$ cat config.mk
export PLATFORM = sky130hd
export DESIGN_NAME = hsin_port
export DESIGN_NICKNAME = d
export VERILOG_FILES = /design/src/rtl/hsin_pkg.sv /design/src/rtl/hsin_sync.sv /design/src/rtl/hsin_inte.sv /design/src/rtl/hsin_ctl.sv /design/src/rtl/hsin_port.sv
export SDC_FILE = /design/constraint.sdc
export NUM_CORES = 1
export LEC_CHECK = 0
export BUFFER_PORTS_ARGS = -buffer_cell sky130_fd_sc_hd__clkbuf_2
export CAP_MARGIN = 20
export CORE_MARGIN = 1.5
export CORE_UTILIZATION = 50
export CTS_CLUSTER_DIAMETER = 30
export DETAILED_ROUTE_END_ITERATION = 16
export PLACE_DENSITY = 0.81
export SLEW_MARGIN = 20
export SYNTH_ARGS = -nofsm -noshare
export SYNTH_HDL_FRONTEND = slang
export SYNTH_HIERARCHICAL = 1
export SYNTH_SLANG_ARGS = --single-unit
$ cat constraint.sdc
create_clock -name clk -period 2.4 [get_ports clk]
set_input_delay 0.48 -clock clk [delete_from_list [all_inputs] [get_ports clk]]
set_output_delay 0.48 -clock clk [all_outputs]
set_load 0.05 [all_outputs]
$ cat src/rtl/hsin_pkg.sv
package hsin_pkg;
  localparam int CMD_W = 8;
  // command byte layout: [7] mode word flag, [3:1] bit select, [0] value
  localparam logic [CMD_W-1:0] CMD_MASK = 8'h8E;

  function automatic logic cmd_hits(input logic [CMD_W-1:0] cmd,
                                    input logic [2:0] sel);
    return (cmd & CMD_MASK) == {1'b0, 3'b000, sel, 1'b0};
  endfunction
endpackage

$ cat src/rtl/hsin_sync.sv
module hsin_sync #(
  parameter int W = 10,
  parameter int STAGES = 2,
  parameter logic [W-1:0] RST_VAL = '0
) (
  input  logic         clk,
  input  logic         rst,
  input  logic [W-1:0] d,
  output logic [W-1:0] q
);
  logic [W-1:0] stg [STAGES];

  for (genvar g = 0; g < STAGES; g++) begin : g_stage
    if (g == 0) begin : g_first
      always_ff @(posedge clk) begin
        if (rst) stg[g] <= RST_VAL;
        else     stg[g] <= d;
      end
    end else begin : g_next
      always_ff @(posedge clk) begin
        if (rst) stg[g] <= RST_VAL;
        else     stg[g] <= stg[g-1];
      end
    end
  end

  assign q = stg[STAGES-1];
endmodule

$ cat src/rtl/hsin_inte.sv
module hsin_inte
  import hsin_pkg::*;
#(
  parameter int SEL = 4
) (
  input  logic             clk,
  input  logic             rst,
  input  logic             we,
  input  logic [CMD_W-1:0] cmd,
  output logic             inte
);
  localparam logic [2:0] SEL_CODE = 3'(SEL);

  always_ff @(posedge clk) begin
    if (rst)                                inte <= 1'b0;
    else if (we && cmd_hits(cmd, SEL_CODE)) inte <= cmd[0];
  end
endmodule

$ cat src/rtl/hsin_ctl.sv
module hsin_ctl #(
  parameter int DW = 8
) (
  input  logic          clk,
  input  logic          rst,
  input  logic [DW-1:0] data_s,
  input  logic          stb_s,
  input  logic          rd_s,
  input  logic          inte,
  output logic          stb_prev,
  output logic          rd_prev,
  output logic [DW-1:0] latch_q,
  output logic          full_q,
  output logic          irq_q
);
  logic stb_fall, rd_rise, full_d, irq_d;

  assign stb_fall = stb_prev & ~stb_s;
  assign rd_rise  = ~rd_prev & rd_s;

  always_comb begin
    if (stb_fall)     full_d = 1'b1;
    else if (rd_rise) full_d = 1'b0;
    else              full_d = full_q;
    irq_d = full_d & inte & stb_s & rd_s;
  end

  always_ff @(posedge clk) begin
    if (rst) begin
      stb_prev <= 1'b1;
      rd_prev  <= 1'b1;
      latch_q  <= '0;
      full_q   <= 1'b0;
      irq_q    <= 1'b0;
    end else begin
      stb_prev <= stb_s;
      rd_prev  <= rd_s;
      if (!stb_s) latch_q <= data_s;
      full_q   <= full_d;
      irq_q    <= irq_d;
    end
  end
endmodule

$ cat src/rtl/hsin_port.sv
module hsin_port
  import hsin_pkg::*;
#(
  parameter int DW = 8,
  parameter int SYNC_STAGES = 2,
  parameter int INTE_BIT = 4
) (
  input  logic             clk,
  input  logic             rst,
  input  logic [DW-1:0]    per_data_i,
  input  logic             per_stb_n_i,
  output logic             per_full_o,
  input  logic             cpu_rd_n_i,
  output logic [DW-1:0]    cpu_data_o,
  output logic             cpu_irq_o,
  input  logic             cmd_we_i,
  input  logic [CMD_W-1:0] cmd_i
);
  localparam int SW = DW + 2;
  localparam logic [SW-1:0] SYNC_RST = {2'b11, {DW{1'b0}}};

  logic [SW-1:0] pins_s;
  logic [DW-1:0] data_s;
  logic stb_s, rd_s, stb_q, rd_q, inte_q;

  hsin_sync #(.W(SW), .STAGES(SYNC_STAGES), .RST_VAL(SYNC_RST)) u_sync (
    .clk(clk), .rst(rst),
    .d({per_stb_n_i, cpu_rd_n_i, per_data_i}),
    .q(pins_s)
  );

  assign stb_s  = pins_s[SW-1];
  assign rd_s   = pins_s[SW-2];
  assign data_s = pins_s[DW-1:0];

  hsin_inte #(.SEL(INTE_BIT)) u_inte (
    .clk(clk), .rst(rst), .we(cmd_we_i), .cmd(cmd_i), .inte(inte_q)
  );

  hsin_ctl #(.DW(DW)) u_ctl (
    .clk(clk), .rst(rst),
    .data_s(data_s), .stb_s(stb_s), .rd_s(rd_s), .inte(inte_q),
    .stb_prev(stb_q), .rd_prev(rd_q),
    .latch_q(cpu_data_o), .full_q(per_full_o), .irq_q(cpu_irq_o)
  );
endmodule

==> flow_summary.ini, run 1 <==
[logic_synthesis]
syn_inst = 85
ys_ff_latch = 33
ys_seq_area_frac = 0.646
yosys_warnings = 6
yosysTopAreaCellShare = 0.646
synth_area_per_cell_um2 = 12.0
yosysTopAreaCell = dfxtp_1
synthTopCellsByArea = dfxtp_1 (65%), nor2b_1 (10%), mux2i_1 (7.8%), or2_1 (3.7%), nor2_1 (3.3%)
synth_area_mm2 = 0.00102
mappedNetlistNets = 106
ys_types = 15

[layout]
multi_input_area_um2 = 325
final_area_mm2 = 0.00121
fin_util = 0.622
fillers = 182
n_antenna_cell = 0
fin_cells = 143
drive_gt1_frac = 0.293
register_area_um2 = 661
final_nets = 136
area_growth_pct = 18.1

[grt]
grt_pass1_vias = 441
track_usage = 0.123
gr-total-overflow = 0
grt_max_degree = 34
antenna_found_initial = 0
grt_pass1_wl_um = 1770

[routing]
vias_per_cell = 4.29
wl_um = 1290
vias = 613
drt_iter0_markers = 4
drc = 0
first_pass_iters = 4
ant_nets = 0
wl_per_cell_um = 8.99

[floorplanning]
die_area_mm2 = 0.00232
die_h_um = 48.2
rows = 16
core_mm2 = 0.00194
die_x_um = 48.2
io_pins = 31
start_util = 0.526

[sta]
fmax_mhz = 705
slew_violations = 0
fin_skew_ns = 0.00275
rsz0062_at_grt = false
setup_viol = 0
max_slew_margin = 0.621
hold_viol_final = 0
min_period_ns = 1.42
worst_slew_pin_slew_ns = 0.568
tns_ns = 0
period_share = 0.591

[hold_path]
hp-class = in -> reg

[power]
peakVddDrop_v = 0.000469
p_leak_nw = 0.585
power_density_mw_per_mm2 = 741

[cts]
post_cts_resized = 0
numCtsBuffers = 5
post_cts_buffers = 0
cts.sinks = 33
clk_pin_slew_worst_paths_ns = 0.09
cts_tree = built
clk_path_buf_depth = 2
ctsHoldBuffers = 0
insertion_delay_ns = 0.31
h-tree-depth = 2
root_buffer = clkbuf_4

[setup_path]
cp_cell_sequence = clkbuf_2
end_kind = output pin
critPathKind = reg -> out
cp_slowest_stage_delay_ns = 0.35
cp-start-kind = flop
critical_path.max_fanout = 2
crit_buf_inv = 1
cp_top_family = flip-flops
cp_data_arrival_time_ns = 0.94
slowest_stage = dfxtp_1
worstPathRequired_ns = 1.92

[place]
place_congestion = 0.705
dpl.hpwl_um = 939
dpl_cell_area_mm2 = 0.00116
port-buffer-count = 27
dp_cells = 135

[flow_run]
drv_cap = 0

[outcome]
status = finished clean
-- report_power, final --
group / switching [mW] / internal (mW)
sequential: 0.00796 / 0.566
combinational: 0.0255 / 0.0255
clock: 0.152 / 0.117
total: 0.186 / 0.708
-- logic make-up (layout without fill, tap and decap cells) --
kind of cell    count (synthesis)  after routing  share of synthesized area
simple gates                   36             36                      0.207
mux                             8              8                     0.0783
compound gates                  3              3                     0.0331
flops                          33             33                      0.646
buf+inv                         5             36                     0.0355
-- stage by stage --
| step | hold slack, ns | power, mW | setup WS (ns) |
|---|---|---|---|
| 6_report | 0.343 | 0.894 | 0.982 |
| 5_1_grt | 0.337 | 0.936 | 0.922 |
| 4_1_cts | 0.328 | 0.907 | 0.957 |
| 3_5_place_dp | 0.390 | 0.639 | 1.02 |
| 3_3_place_gp | 0.388 | 0.636 | 1.06 |
| 2_1_floorplan | 0.383 | 0.622 | 1.28 |
-- cell usage after synthesis (all sizes together) --
cell type,instances
inv,1
and3,1
a21boi,1
mux2i,8
or2,6
nor2,9
o32ai,1
nand2b,1
dfxtp,33
buf,4
o21ba,1
nor2b,17
nor4b,1
nand4,1
-- cell type report --
class                   instances  area share
flip-flops and latches         33       0.547
multi-input cells              47       0.269
repair buffers                 27       0.112
clock buffers                   8      0.0404
well taps                      27      0.0280
inverters                       1     0.00311
-- final timing paths --
kind | from | end | slack [ns] | cells after the start
worst max register to register | u_sync/stg[1][9] | u_ctl/latch_q[6] | 1.28 | 2
worst max-delay path | u_ctl/latch_q[6] | cpu_data_o[6] | 0.98 | 1
worst min-delay path | per_stb_n_i | u_sync/stg[0][9] | 0.34 | 2
worst min register to register | u_sync/stg[0][9] | u_sync/stg[1][9] | 0.41 | 1
-- sequential cells by signal, indices dropped and copies added (netlist names) --
| register | cells |
|---|---|
| u_ctl/rd_prev | 1 |
| u_ctl/irq_q | 1 |
| u_sync/stg | 20 |
| u_ctl/full_q | 1 |
| u_ctl/latch_q | 8 |
| u_ctl/stb_prev | 1 |
| u_inte/inte | 1 |
-- metal layers --
layer | vias to the layer above | share of wire | GRT usage | wire length, um
li1 | 331 | - | - | -
met2 | 21 | 0.50 | 0.192 | 647
met1 | 261 | 0.42 | 0.120 | 546
met5 | - | 0 | 0 | 0
met3 | 0 | 0.071 | 0.100 | 91
met4 | 0 | 0 | 0.0486 | 0
-- cell usage in the layout (no fill, tap or decap) --
cell / netlist / final
o32ai_2: 1 / 1
inv_1: 1 / 1
clkbuf_4: 0 / 5
nor2_1: 9 / 9
clkbuf_1: 0 / 3
dfxtp_1: 33 / 33
mux2i_1: 8 / 8
clkbuf_2: 0 / 27
nor4b_2: 1 / 1
a21boi_0: 1 / 1
nand4_1: 1 / 1
nand2b_1: 1 / 1
and3_1: 1 / 1
or2_1: 6 / 6
o21ba_1: 1 / 1
nor2b_1: 17 / 17
(Power assumes the default switching activity.)
==> inputs of run 2 (changes only) <==
--- a/config.mk
+++ b/config.mk
@@ -5,13 +5,14 @@
 export SDC_FILE = /design/constraint.sdc
 export NUM_CORES = 1
 export LEC_CHECK = 0
+export ABC_AREA = 1
 export BUFFER_PORTS_ARGS = -buffer_cell sky130_fd_sc_hd__clkbuf_2
 export CAP_MARGIN = 20
 export CORE_MARGIN = 1.5
-export CORE_UTILIZATION = 50
+export CORE_UTILIZATION = 49
 export CTS_CLUSTER_DIAMETER = 30
 export DETAILED_ROUTE_END_ITERATION = 16
-export PLACE_DENSITY = 0.81
+export PLACE_DENSITY = 0.79
 export SLEW_MARGIN = 20
 export SYNTH_ARGS = -nofsm -noshare
 export SYNTH_HDL_FRONTEND = slang
==> constraint.sdc (replaced) <==
create_clock -name clk -period 1.4 [get_ports clk]
set_input_delay 0.28 -clock clk [delete_from_list [all_inputs] [get_ports clk]]
set_output_delay 0.28 -clock clk [all_outputs]
set_load 0.05 [all_outputs]
==> run 2 against run 1 <==
Clock skew up 0.0023 ns. Sequential share of layout area decreased by 3.7 points. Routed wire length rose by 21%. First-iteration DRC count is 75% higher. Total power grew 110%. Count of clock-buffer cells in the layout shrank 1. Die area is 6.6% higher. Design area grew 7.4%. Critical path depth unchanged. Setup slack worse by 0.82 ns. Largest cell class unchanged. Largest power group unchanged.
==> flow_summary.ini, run 2 <==
[outcome]
status = finished clean

[grt]
antenna_found_initial = 0
grt_pass1_vias = 709
track_usage = 0.149
gr-total-overflow = 0
grt_max_degree = 14
grt_pass1_wl_um = 2800

[sta]
min_period_ns = 1.24
tns_ns = 0
worst_slew_pin_slew_ns = 0.277
setup_viol = 0
rsz0062_at_grt = false
fmax_mhz = 809
slew_violations = 0
fin_skew_ns = 0.00500
max_slew_margin = 0.816
period_share = 0.882
whs_ns = 0.136
hold_viol_final = 0

[cts]
root_buffer = clkbuf_4
numCtsBuffers = 5
post_cts_buffers = 0
clk_pin_slew_worst_paths_ns = 0.10
cts_tree = built
cts.sinks = 33
ctsHoldBuffers = 0
h-tree-depth = 2
post_cts_resized = 0
clk_path_buf_depth = 2
insertion_delay_ns = 0.32

[logic_synthesis]
yosys.area_share.simple = 0.201
yosysTopAreaCellShare = 0.616
synthAdderAreaFrac = 0
synth_area_mm2 = 0.00107
synth_xor_area_frac = 0
synth_mux_area_frac = 0
syn_inst = 127
yosysTopAreaCell = dfxtp_1
synth.most_common_cell = nor2_1
ys_ff_latch = 33
synth_area_per_cell_um2 = 8.44
synth_edf_count = 0
synth_compound_area_frac = 0.0467
async_flop_share = 0
synthTopCellsByArea = dfxtp_1 (62%), nor2_1 (12%), inv_1 (9.8%), nand2_1 (4.2%), o21ai_0 (3.7%)
yosys_warnings = 6
netlist_top_cells_count = nor2_1 (34), dfxtp_1 (33), inv_1 (28)
synth-main-ff-cell = dfxtp_1
ys_types = 13
ys_seq_area_frac = 0.616
synth_top_family_by_area = simple AND/OR/NAND/NOR gates
mappedNetlistNets = 148

[routing]
vias = 777
first_pass_iters = 5
ant_nets = 0
vias_per_cell = 4.16
wl_per_cell_um = 8.33
wl_um = 1560
drt_iter0_markers = 7
drc = 0

[layout]
mostFrequentLayoutCell = nor2_1
n_antenna_cell = 0
largest_reg_flops = 20
layout_common_cells = nor2_1 (34), dfxtp_1 (33), inv_1 (28)
fillers = 183
area_growth_pct = 20.9
top_regs = u_sync/stg: 20 flops, u_ctl/latch_q: 8 flops
final_nets = 180
drive_gt1_frac = 0.256
largest-register = u_sync/stg
fin_util = 0.648

[floorplanning]
core_mm2 = 0.00200
die_x_um = 49.8
start_util = 0.536
io_pins = 31
die_h_um = 49.8
rows = 16
die_area_mm2 = 0.00248

[hold_path]
hp-class = in -> reg

[power]
peakVddDrop_v = 0.000880
p_total_mw = 1.87
p_leak_nw = 0.688
power_density_mw_per_mm2 = 1440

[setup_path]
critical_path.max_fanout = 2
cp_slowest_stage_delay_ns = 0.36
worstPathRequired_ns = 1.12
cp-start-kind = flop
crit_buf_inv = 1
cp_top_family = flip-flops
critPathKind = reg -> out
cp_data_arrival_time_ns = 0.96
slowest_stage = dfxtp_1
cp_cell_sequence = clkbuf_2
end_kind = output pin

[place]
port-buffer-count = 27
place_congestion = 0.721
dpl.hpwl_um = 1170

[flow_run]
drv_cap = 0
## run 2: cells by family after synthesis
family,count (synthesis)
DFF,33
and+or+nand+nor,52
AOI/OAI and AO/OA,10
buffers and inverters,32
## run 2: layout make-up
type / instances / area [um2] / area share
Clock buffer: 7 / 55.1 / 0.0425
Clock inverter: 1 / 30.0 / 0.0232
Inverter: 29 / 109 / 0.0840
Multi-Input combinational cell: 62 / 265 / 0.205
Sequential cell: 33 / 661 / 0.510
Tap cell: 27 / 33.8 / 0.0261
Timing Repair Buffer: 28 / 143 / 0.110
## run 2: final timing paths
path | from | end | slack (ns) | depth (start not counted)
worst max-delay path | u_ctl/latch_q[5] | cpu_data_o[5] | 0.16 | 1
worst max register to register | u_sync/stg[1][9] | u_ctl/irq_q | 0.45 | 4
worst min-delay path | per_data_i[3] | u_sync/stg[0][3] | 0.14 | 3
worst min register to register | u_sync/stg[0][0] | u_sync/stg[1][0] | 0.40 | 2
## run 2: routing by layer
metal	wire, um	global-route usage	part of all wire	vias up
met3	73	0.0545	0.047	2
met4	16	0.0787	0.010	0
met1	648	0.147	0.42	329
met2	820	0.269	0.53	19
li1	-	-	-	427
met5	0	0	0	-
## run 2: power breakdown
part	leakage, nW	internal [mW]	total (mW)	switching [mW]
registers	0.272	0.980	0.996	0.0164
clock network	0.0455	0.427	0.722	0.295
logic	0.371	0.0521	0.155	0.103
total	0.688	1.46	1.87	0.414
## run 2: per-stage QoR
step / area [um2] / setup slack [ns] / instances
2_1_floorplan: 1070 / 0.479 / 127
3_3_place_gp: 1210 / 0.458 / 179
3_5_place_dp: 1210 / 0.426 / 179
4_1_cts: 1300 / 0.146 / 187
5_1_grt: 1300 / 0.100 / 187
6_report: 1300 / 0.165 / 187
==> inputs of run 3 (changes only) <==
--- a/config.mk
+++ b/config.mk
@@ -10,7 +10,7 @@
 export CAP_MARGIN = 20
 export CORE_MARGIN = 1.5
 export CORE_UTILIZATION = 49
-export CTS_CLUSTER_DIAMETER = 30
+export CTS_CLUSTER_DIAMETER = 60
 export DETAILED_ROUTE_END_ITERATION = 16
 export PLACE_DENSITY = 0.79
 export SLEW_MARGIN = 20
==> constraint.sdc (replaced) <==
create_clock -name clk -period 1.4 [get_ports clk]
set_input_delay 0.28 -clock clk [delete_from_list [all_inputs] [get_ports clk]]
set_output_delay 0.28 -clock clk [all_outputs]
set_load 0.01 [all_outputs]
==> run 3 against run 2 <==
Maximum frequency is 14% higher. Critical path depth did not move. Design area decreased by 2.3%. Clock skew increased by 0.0010 ns. Routed wire length down 7.3%. Total power down 14%. Critical path type unchanged. Critical endpoint unchanged.
==> flow_summary.ini, run 3 (same netlist as run 2, synthesis figures left out) <==
[layout]
drive_gt1_frac = 0.252
register_area_um2 = 661
top_regs = u_sync/stg: 20 flops, u_ctl/latch_q: 8 flops
area_growth_pct = 18.1
final_area_mm2 = 0.00127
largest_reg_flops = 20
fin_cells = 186
final_nets = 180
n_antenna_cell = 0
fin_util = 0.633
multi_input_area_um2 = 265
largest-register = u_sync/stg
layout_common_cells = nor2_1 (34), dfxtp_1 (33), inv_1 (28)
mostFrequentLayoutCell = nor2_1
fillers = 181

[routing]
vias = 767
wl_per_cell_um = 7.77
ant_nets = 0
drc = 0
drt_iter0_markers = 8
wl_um = 1450
first_pass_iters = 4
vias_per_cell = 4.12

[setup_path]
cp_cell_sequence = clkbuf_2
critPathKind = reg -> out
cp_top_family = flip-flops
cp_slowest_stage_delay_ns = 0.35
cp_data_arrival_time_ns = 0.81
crit_buf_inv = 1
rrSetupSlack_ns = 0.47
cp-start-kind = flop
worstPathRequired_ns = 1.12
reg2reg_from = u_sync/stg[1][9]
r2r_end = u_ctl/irq_q
r2r_cells = 4
slowest_stage = dfxtp_1
end_kind = output pin
critical_path.max_fanout = 2

[cts]
post_cts_buffers = 0
cts_tree = built
clk_path_buf_depth = 2
h-tree-depth = 2
post_cts_resized = 0
clk_pin_slew_worst_paths_ns = 0.09
cts.sinks = 33
numCtsBuffers = 5
ctsHoldBuffers = 0
insertion_delay_ns = 0.32
root_buffer = clkbuf_4

[grt]
grt_pass1_vias = 675
grt_max_degree = 14
grt_pass1_wl_um = 2530
antenna_found_initial = 0
gr-total-overflow = 0
track_usage = 0.144

[power]
p_leak_nw = 0.674
power.switching_uw = 347
p_sw_frac = 0.215
power_density_mw_per_mm2 = 1280
clkPwrFrac = 0.312
p_int_mw = 1.27
p_comb_frac = 0.071
seqPwrFrac = 0.616
peakVddDrop_v = 0.000699

[floorplanning]
die_h_um = 49.8
start_util = 0.536
die_x_um = 49.8
io_pins = 31
rows = 16
die_area_mm2 = 0.00248
core_mm2 = 0.00200

[sta]
period_share = 0.776
rsz0062_at_grt = false
slew_violations = 0
setup_viol = 0
fmax_mhz = 920
min_period_ns = 1.09
worst_slew_pin_slew_ns = 0.236
max_slew_margin = 0.843
fin_skew_ns = 0.00602
hold_viol_final = 0
tns_ns = 0

[hold_path]
worstHoldStart = per_stb_n_i
worst_hold_path.endpoint = u_sync/stg[0][9]
hp-class = in -> reg
min_path_cells = 3

[outcome]
status = finished clean

[place]
place_congestion = 0.721
port-buffer-count = 27
dpl_cell_area_mm2 = 0.00121
dpl.hpwl_um = 1160
dp_cells = 179

[flow_run]
drv_cap = 0
run 3: cell types whose count changed in the layout (fill, tap and decap cells not counted):
cell       before  now
bufinv_16       1    0
run 3: final cells by class:
cell class,count,share of cell area
well taps,27,0.0267
multi-input cells,62,0.209
repair buffers,28,0.113
clock buffers,7,0.0435
flip-flops and latches,33,0.522
inverters,29,0.0860
run 3: worst max path at each step:
stage,end,cells after the start,slack (ns),start
global placement,u_ctl/latch_q[0],4,0.45,rst
detailed placement,u_ctl/latch_q[6],4,0.43,rst
floorplan,u_ctl/latch_q[0],4,0.58,u_sync/stg[1][9]
finish,cpu_data_o[5],1,0.31,u_ctl/latch_q[5]
CTS,cpu_data_o[2],1,0.29,u_ctl/latch_q[2]
global route,cpu_data_o[5],1,0.24,u_ctl/latch_q[5]
run 3: routing by layer:
metal	vias up	track usage	part of all wire
met3	3	0.0818	0.062
met5	-	0	0
met2	24	0.247	0.50
li1	427	-	-
met1	313	0.127	0.42
met4	0	0.0926	0.017
run 3: metrics by stage:
| stage | hold WS, ns | setup slack [ns] | total power [mW] |
|---|---|---|---|
| after floorplan | 0.349 | 0.583 | 1.09 |
| after global placement | 0.388 | 0.455 | 1.13 |
| after detailed placement | 0.387 | 0.430 | 1.14 |
| after CTS | 0.120 | 0.290 | 1.64 |
| after global routing | 0.112 | 0.240 | 1.71 |
| final | 0.142 | 0.314 | 1.62 |
run 3: power groups by stage:
stage	Clock [mW]	Sequential [mW]	Combinational, mW
after floorplan	0	1.02	0.0705
after global routing	0.572	1.00	0.134
after CTS	0.525	0.996	0.117
after global placement	0	1.02	0.111
after detailed placement	0	1.02	0.117
final	0.505	0.996	0.115
